[src/rtl/stat_bank_irq.sv]
module stat_bank_irq #(
  parameter int NUM_CNT = 8,
  parameter int CNT_W   = 32,
  localparam int ADDR_W = $clog2(NUM_CNT)
) (
  input  logic               clk,
  input  logic               rst_n,
  input  logic [NUM_CNT-1:0] evt_i,
  input  logic               wr_en_i,
  input  logic [ADDR_W-1:0]  wr_addr_i,
  input  logic [CNT_W-1:0]   wr_data_i,
  input  logic [ADDR_W-1:0]  rd_addr_i,
  output logic [CNT_W-1:0]   rd_data_o,
  input  logic               msk_set_i,
  input  logic               msk_clr_i,
  output logic               msk_en_o,
  output logic               irq_raw_o,
  output logic               irq_o
);

  logic [CNT_W-1:0]   cnt [NUM_CNT];
  logic [NUM_CNT-1:0] top_bit;
  logic               msk_q;

  for (genvar k = 0; k < NUM_CNT; k++) begin : g_cnt
    logic             hit;
    logic [CNT_W-1:0] dec;

    assign hit        = wr_en_i && (wr_addr_i == ADDR_W'(k));
    assign dec        = hit ? wr_data_i : '0;
    assign top_bit[k] = cnt[k][CNT_W-1];

    always_ff @(posedge clk) begin
      if (!rst_n) cnt[k] <= '0;
      else        cnt[k] <= cnt[k] + CNT_W'(evt_i[k]) - dec;
    end

    AST_HOLD: assert property (@(posedge clk) disable iff (!rst_n)
      (!evt_i[k] && !hit) |=> $stable(cnt[k]));
    AST_INC: assert property (@(posedge clk) disable iff (!rst_n)
      (evt_i[k] && !hit) |=> (cnt[k] == $past(cnt[k]) + 1'b1));
    AST_SUB: assert property (@(posedge clk) disable iff (!rst_n)
      (!evt_i[k] && hit) |=> (cnt[k] == $past(cnt[k]) - $past(wr_data_i)));
    AST_BOTH: assert property (@(posedge clk) disable iff (!rst_n)
      (evt_i[k] && hit) |=> (cnt[k] == $past(cnt[k]) + 1'b1 - $past(wr_data_i)));
  end

  always_ff @(posedge clk) begin
    if (!rst_n)         msk_q <= 1'b0;
    else if (msk_clr_i) msk_q <= 1'b0;
    else if (msk_set_i) msk_q <= 1'b1;
  end

  assign rd_data_o = cnt[rd_addr_i];
  assign irq_raw_o = |top_bit;
  assign msk_en_o  = msk_q;
  assign irq_o     = irq_raw_o & msk_q;

  AST_MASK_SET: assert property (@(posedge clk) disable iff (!rst_n)
    (msk_set_i && !msk_clr_i) |=> msk_en_o);
  AST_MASK_CLR: assert property (@(posedge clk) disable iff (!rst_n)
    msk_clr_i |=> !msk_en_o);
  AST_GATED: assert property (@(posedge clk) disable iff (!rst_n)
    irq_o |-> (irq_raw_o && msk_en_o));
  AST_MASK_KEEP: assert property (@(posedge clk) disable iff (!rst_n)
    (!msk_set_i && !msk_clr_i) |=> $stable(msk_en_o));

endmodule

[config.mk]
export PLATFORM = sky130hd
export DESIGN_NAME = stat_bank_irq
export DESIGN_NICKNAME = d
export VERILOG_FILES = /design/src/rtl/stat_bank_irq.sv
export SDC_FILE = /design/constraint.sdc
export NUM_CORES = 1
export LEC_CHECK = 0
export ABC_AREA = 1
export BUFFER_PORTS_ARGS = -buffer_cell sky130_fd_sc_hd__buf_2
export CORE_MARGIN = 4
export CORE_UTILIZATION = 45
export CTS_CLUSTER_DIAMETER = 80
export DETAILED_ROUTE_END_ITERATION = 6
export MAX_ROUTING_LAYER = met4
export PLACE_DENSITY_LB_ADDON = 0.15
export REMOVE_ABC_BUFFERS = 1
export SYNTH_ARGS = -nofsm -noshare
export SYNTH_HDL_FRONTEND = slang
export SYNTH_SLANG_ARGS = --single-unit
[constraint.sdc]
create_clock -name clk -period 2.7 [get_ports clk]
set_clock_uncertainty 0.2 [all_clocks]
set_input_delay 0.135 -clock clk [delete_from_list [all_inputs] [get_ports clk]]
set_output_delay 0.135 -clock clk [all_outputs]
set_load 0.005 [all_outputs]
==> run_results.csv <==
group,metric,value,unit
timing,slew_viol_final,0,
routing,vias,35700,
clocking,clkSinkCount,257,
clocking,clk_latency,0.59,ns
status,status,"finished, final reports clean",
timing,fmax,382,MHz
routing,dr_wl_met2,46700,um
timing,setup_slack,0.0794,ns
yosys,yosysSeqAreaShare,16.4,%
routing,dr.pass1.iters,6,
min_path,holdPathEnd,"cnt[1][4]$_SDFF_PN0_",
clocking,clk_pin_slew,0.06,ns
critical_path,crit_required,2.98,ns
cells_and_area,postLayoutCellArea,38100,sq um
grt,grt_pass1_vias,31700,
yosys,synth_seq_cells,257,
routing,highest_layer,"met4",
critical_path,end_kind,"flop",
routing,routed_wl,120000,um
clocking,cts_tree,"built",
critical_path,timing.rr.start,"cnt[6][0]$_SDFF_PN0_",
cells_and_area,area_growth,21.5,%
timing,setup_viol,0,
routing,ant_nets,0,
yosys,synth.distinct_cells,38,
grt,track_usage,32.2,%
floorplanning,start_util,45.5,%
timing,slew_headroom,59.4,%
critical_path,crit_path_max_fanout,3,
floorplanning,floorplan.rows,96,
floorplanning,core_area,68800,sq um
timing,period_minus_slack,2.62,ns
floorplanning,fp.dieH,272,um
min_path,hold_depth,5,
yosys,syn_inst,5534,
grt,grt_start_max_net_pins,68,
min_path,min_from,"wr_data_i[4]",
cells_and_area,layout-drive-gt1-share,12.9,%
critical_path,rr_endpoint,"cnt[6][24]$_SDFF_PN0_",
grt,grt_overflow,0,
routing,vias_per_cell,5.11,
critical_path,worstRegToRegCells,13,
critical_path,crit_type,"flop to flop",
cells_and_area,nets,6591,
routing,wl_met3,11300,um
run,drv_cap,0,
timing,period_share,97.1,%
floorplanning,ios,86,
clocking,cts.path.max_buffers,3,
clocking,numCtsBuffers,39,
clocking,cts.htree.levels,2,
yosys,syn_area,31300,sq um
placement,post_dp_cell_area,36600,sq um
yosys,synth_area_leaders,"nand2_1, ha_1, dfxtp_1",
yosys,yosys.area.top_type,"nand2_1",
timing,setup_tns,0,ns
timing,timing.hold.ws,0.0873,ns
critical_path,critPathLaunchType,"flop",
min_path,hold_path.class,"primary input to flop",
critical_path,critPathArrivalTime,2.90,ns
floorplanning,die_area,73900,sq um
placement,preCtsSetupSlack,-0.417,ns
clocking,root_buffer,"clkbuf_16",
yosys,yosys_warnings,0,
placement,port_buffers,85,
placement,routabilityCongestion,1.00,
yosys,syn_avg_cell_area,5.66,sq um
routing,wl_per_cell,17.2,um
placement,dpl.hpwl,98000,um
grt,grt_first_pass_wirelength,181000,um
floorplanning,die_w,272,um
routing,drc,0,
critical_path,timing.reg2reg.setup_slack,0.08,ns
yosys,synth.top_cell.area_share,24.0,%
grt,grt_antenna_before_repair,3,
timing,tightest_slew,0.603,ns
routing,drt_iter0_markers,3443,
timing,hold_viol,0,
routing,wl_met1,58700,um
-- state kept, by name, indices dropped and copies added, names as in the netlist --
| register | count |
|---|---|
| cnt | 256 |
| msk_en_o | 1 |
-- cell type report --
class	instances	area (sq um)
well taps	931	1160
repair buffers	591	4820
multi-input cells	4252	22400
clock buffers	53	1070
flip-flops and latches	257	5140
inverters	895	3360
fillers	7312	30700
clock inverters	14	128
diodes	1	2.50
-- cells in the mapped netlist (all sizes together) --
| library cell | count |
|---|---|
| o21ai | 225 |
| a21oi | 293 |
| o22ai | 31 |
| clkinv | 3 |
| o21bai | 24 |
| o21a | 12 |
| nor2 | 779 |
| xnor2 | 13 |
| fa | 8 |
| nor4 | 18 |
| nand4 | 16 |
| xor2 | 11 |
| a21o | 1 |
| buf | 73 |
| a221oi | 1 |
| a31oi | 33 |
| nand3b | 16 |
| dfxtp | 257 |
| nor3 | 51 |
| and3 | 2 |
| nand2 | 2061 |
| ha | 496 |
| or2 | 1 |
| and2 | 5 |
| a21boi | 1 |
| clkbuf | 57 |
| nand3 | 154 |
| inv | 892 |
-- per-stage QoR --
| stage | cells | utilization, % |
|---|---|---|
| floorplan | 5404 | - |
| global placement | 6907 | 53.2 |
| detailed placement | 6907 | 53.2 |
| CTS | 6989 | 55.2 |
| global route | 6993 | 55.4 |
| finish | 6994 | 55.4 |
-- metal layers --
metal | GRT usage, % | vias up
met4 | 8.80 | 0
met3 | 5.64 | 171
met5 | - | -
met1 | 47.8 | 15900
met2 | 44.5 | 1348
li1 | - | 18300
-- critical path, stage by stage, from the launching register on --
cell and delay (ns):
dfxtp_1 0.30, inv_1 0.05, ha_1 0.27, inv_1 0.04, ha_1 0.21, fa_1 0.46
nand3_1 0.10, nand3_1 0.17, nand2_1 0.13, nand3_2 0.16, nand2_1 0.10, nand3_1 0.16
nor2_1 0.14, nor2_1 0.05
-- placed cells by master, fill, tap and decap left out, drive strengths merged, types with 2 or more instances in the layout --
master and instances:
dfxtp 257, and3 2, and2 5, nand3b 16, nor2 779, fa 8, inv 895, clkbuf 54
o21a 12, clkinv 9, nor3 51, xnor2 13, buf 575, ha 496, nand4 16, o21ai 225
a21oi 293, nand2 2061, xor2 11, a31oi 33, nand3 154, dlygate4sd3 15, nor4 18, o22ai 31
o21bai 24, clkinvlp 4
-- how the worst max path moves through the flow --
stage / cells after the start / to / startpoint
2_1_floorplan: 15 / cnt[3][16]$_SDFF_PN0_ / wr_addr_i[2]
3_3_place_gp: 17 / cnt[3][29]$_SDFF_PN0_ / wr_addr_i[2]
3_5_place_dp: 17 / cnt[3][29]$_SDFF_PN0_ / wr_addr_i[2]
4_1_cts: 14 / cnt[3][16]$_SDFF_PN0_ / cnt[3][0]$_SDFF_PN0_
5_1_grt: 13 / cnt[6][28]$_SDFF_PN0_ / cnt[6][0]$_SDFF_PN0_
6_report: 13 / cnt[6][24]$_SDFF_PN0_ / cnt[6][0]$_SDFF_PN0_
-- what timing repair did --
action                     4_1_cts  5_1_grt
resized for setup                0       28
setup endpoints to repair        0       45
hold endpoints to repair        63        0
setup buffers                    0        4
hold buffers                    15        0
-- cells by family (layout without fill, tap and decap cells) --
kind of cell | count (synthesis) | after routing | synth area share, %
xor gates and xnor gates | 24 | 24 | 0.671
and+or+nand+nor | 3103 | 3103 | 39.6
adders and majority gates | 504 | 504 | 20.3
AOI/OAI and AO/OA | 621 | 621 | 10.5
DFF | 257 | 257 | 16.4
other | 0 | 1 | 0
buffers and inverters | 1025 | 1553 | 12.5
Power is left out: the tool's default activity adds up to more than one toggle a clock period on the data nets, which glitch-free logic cannot reach.
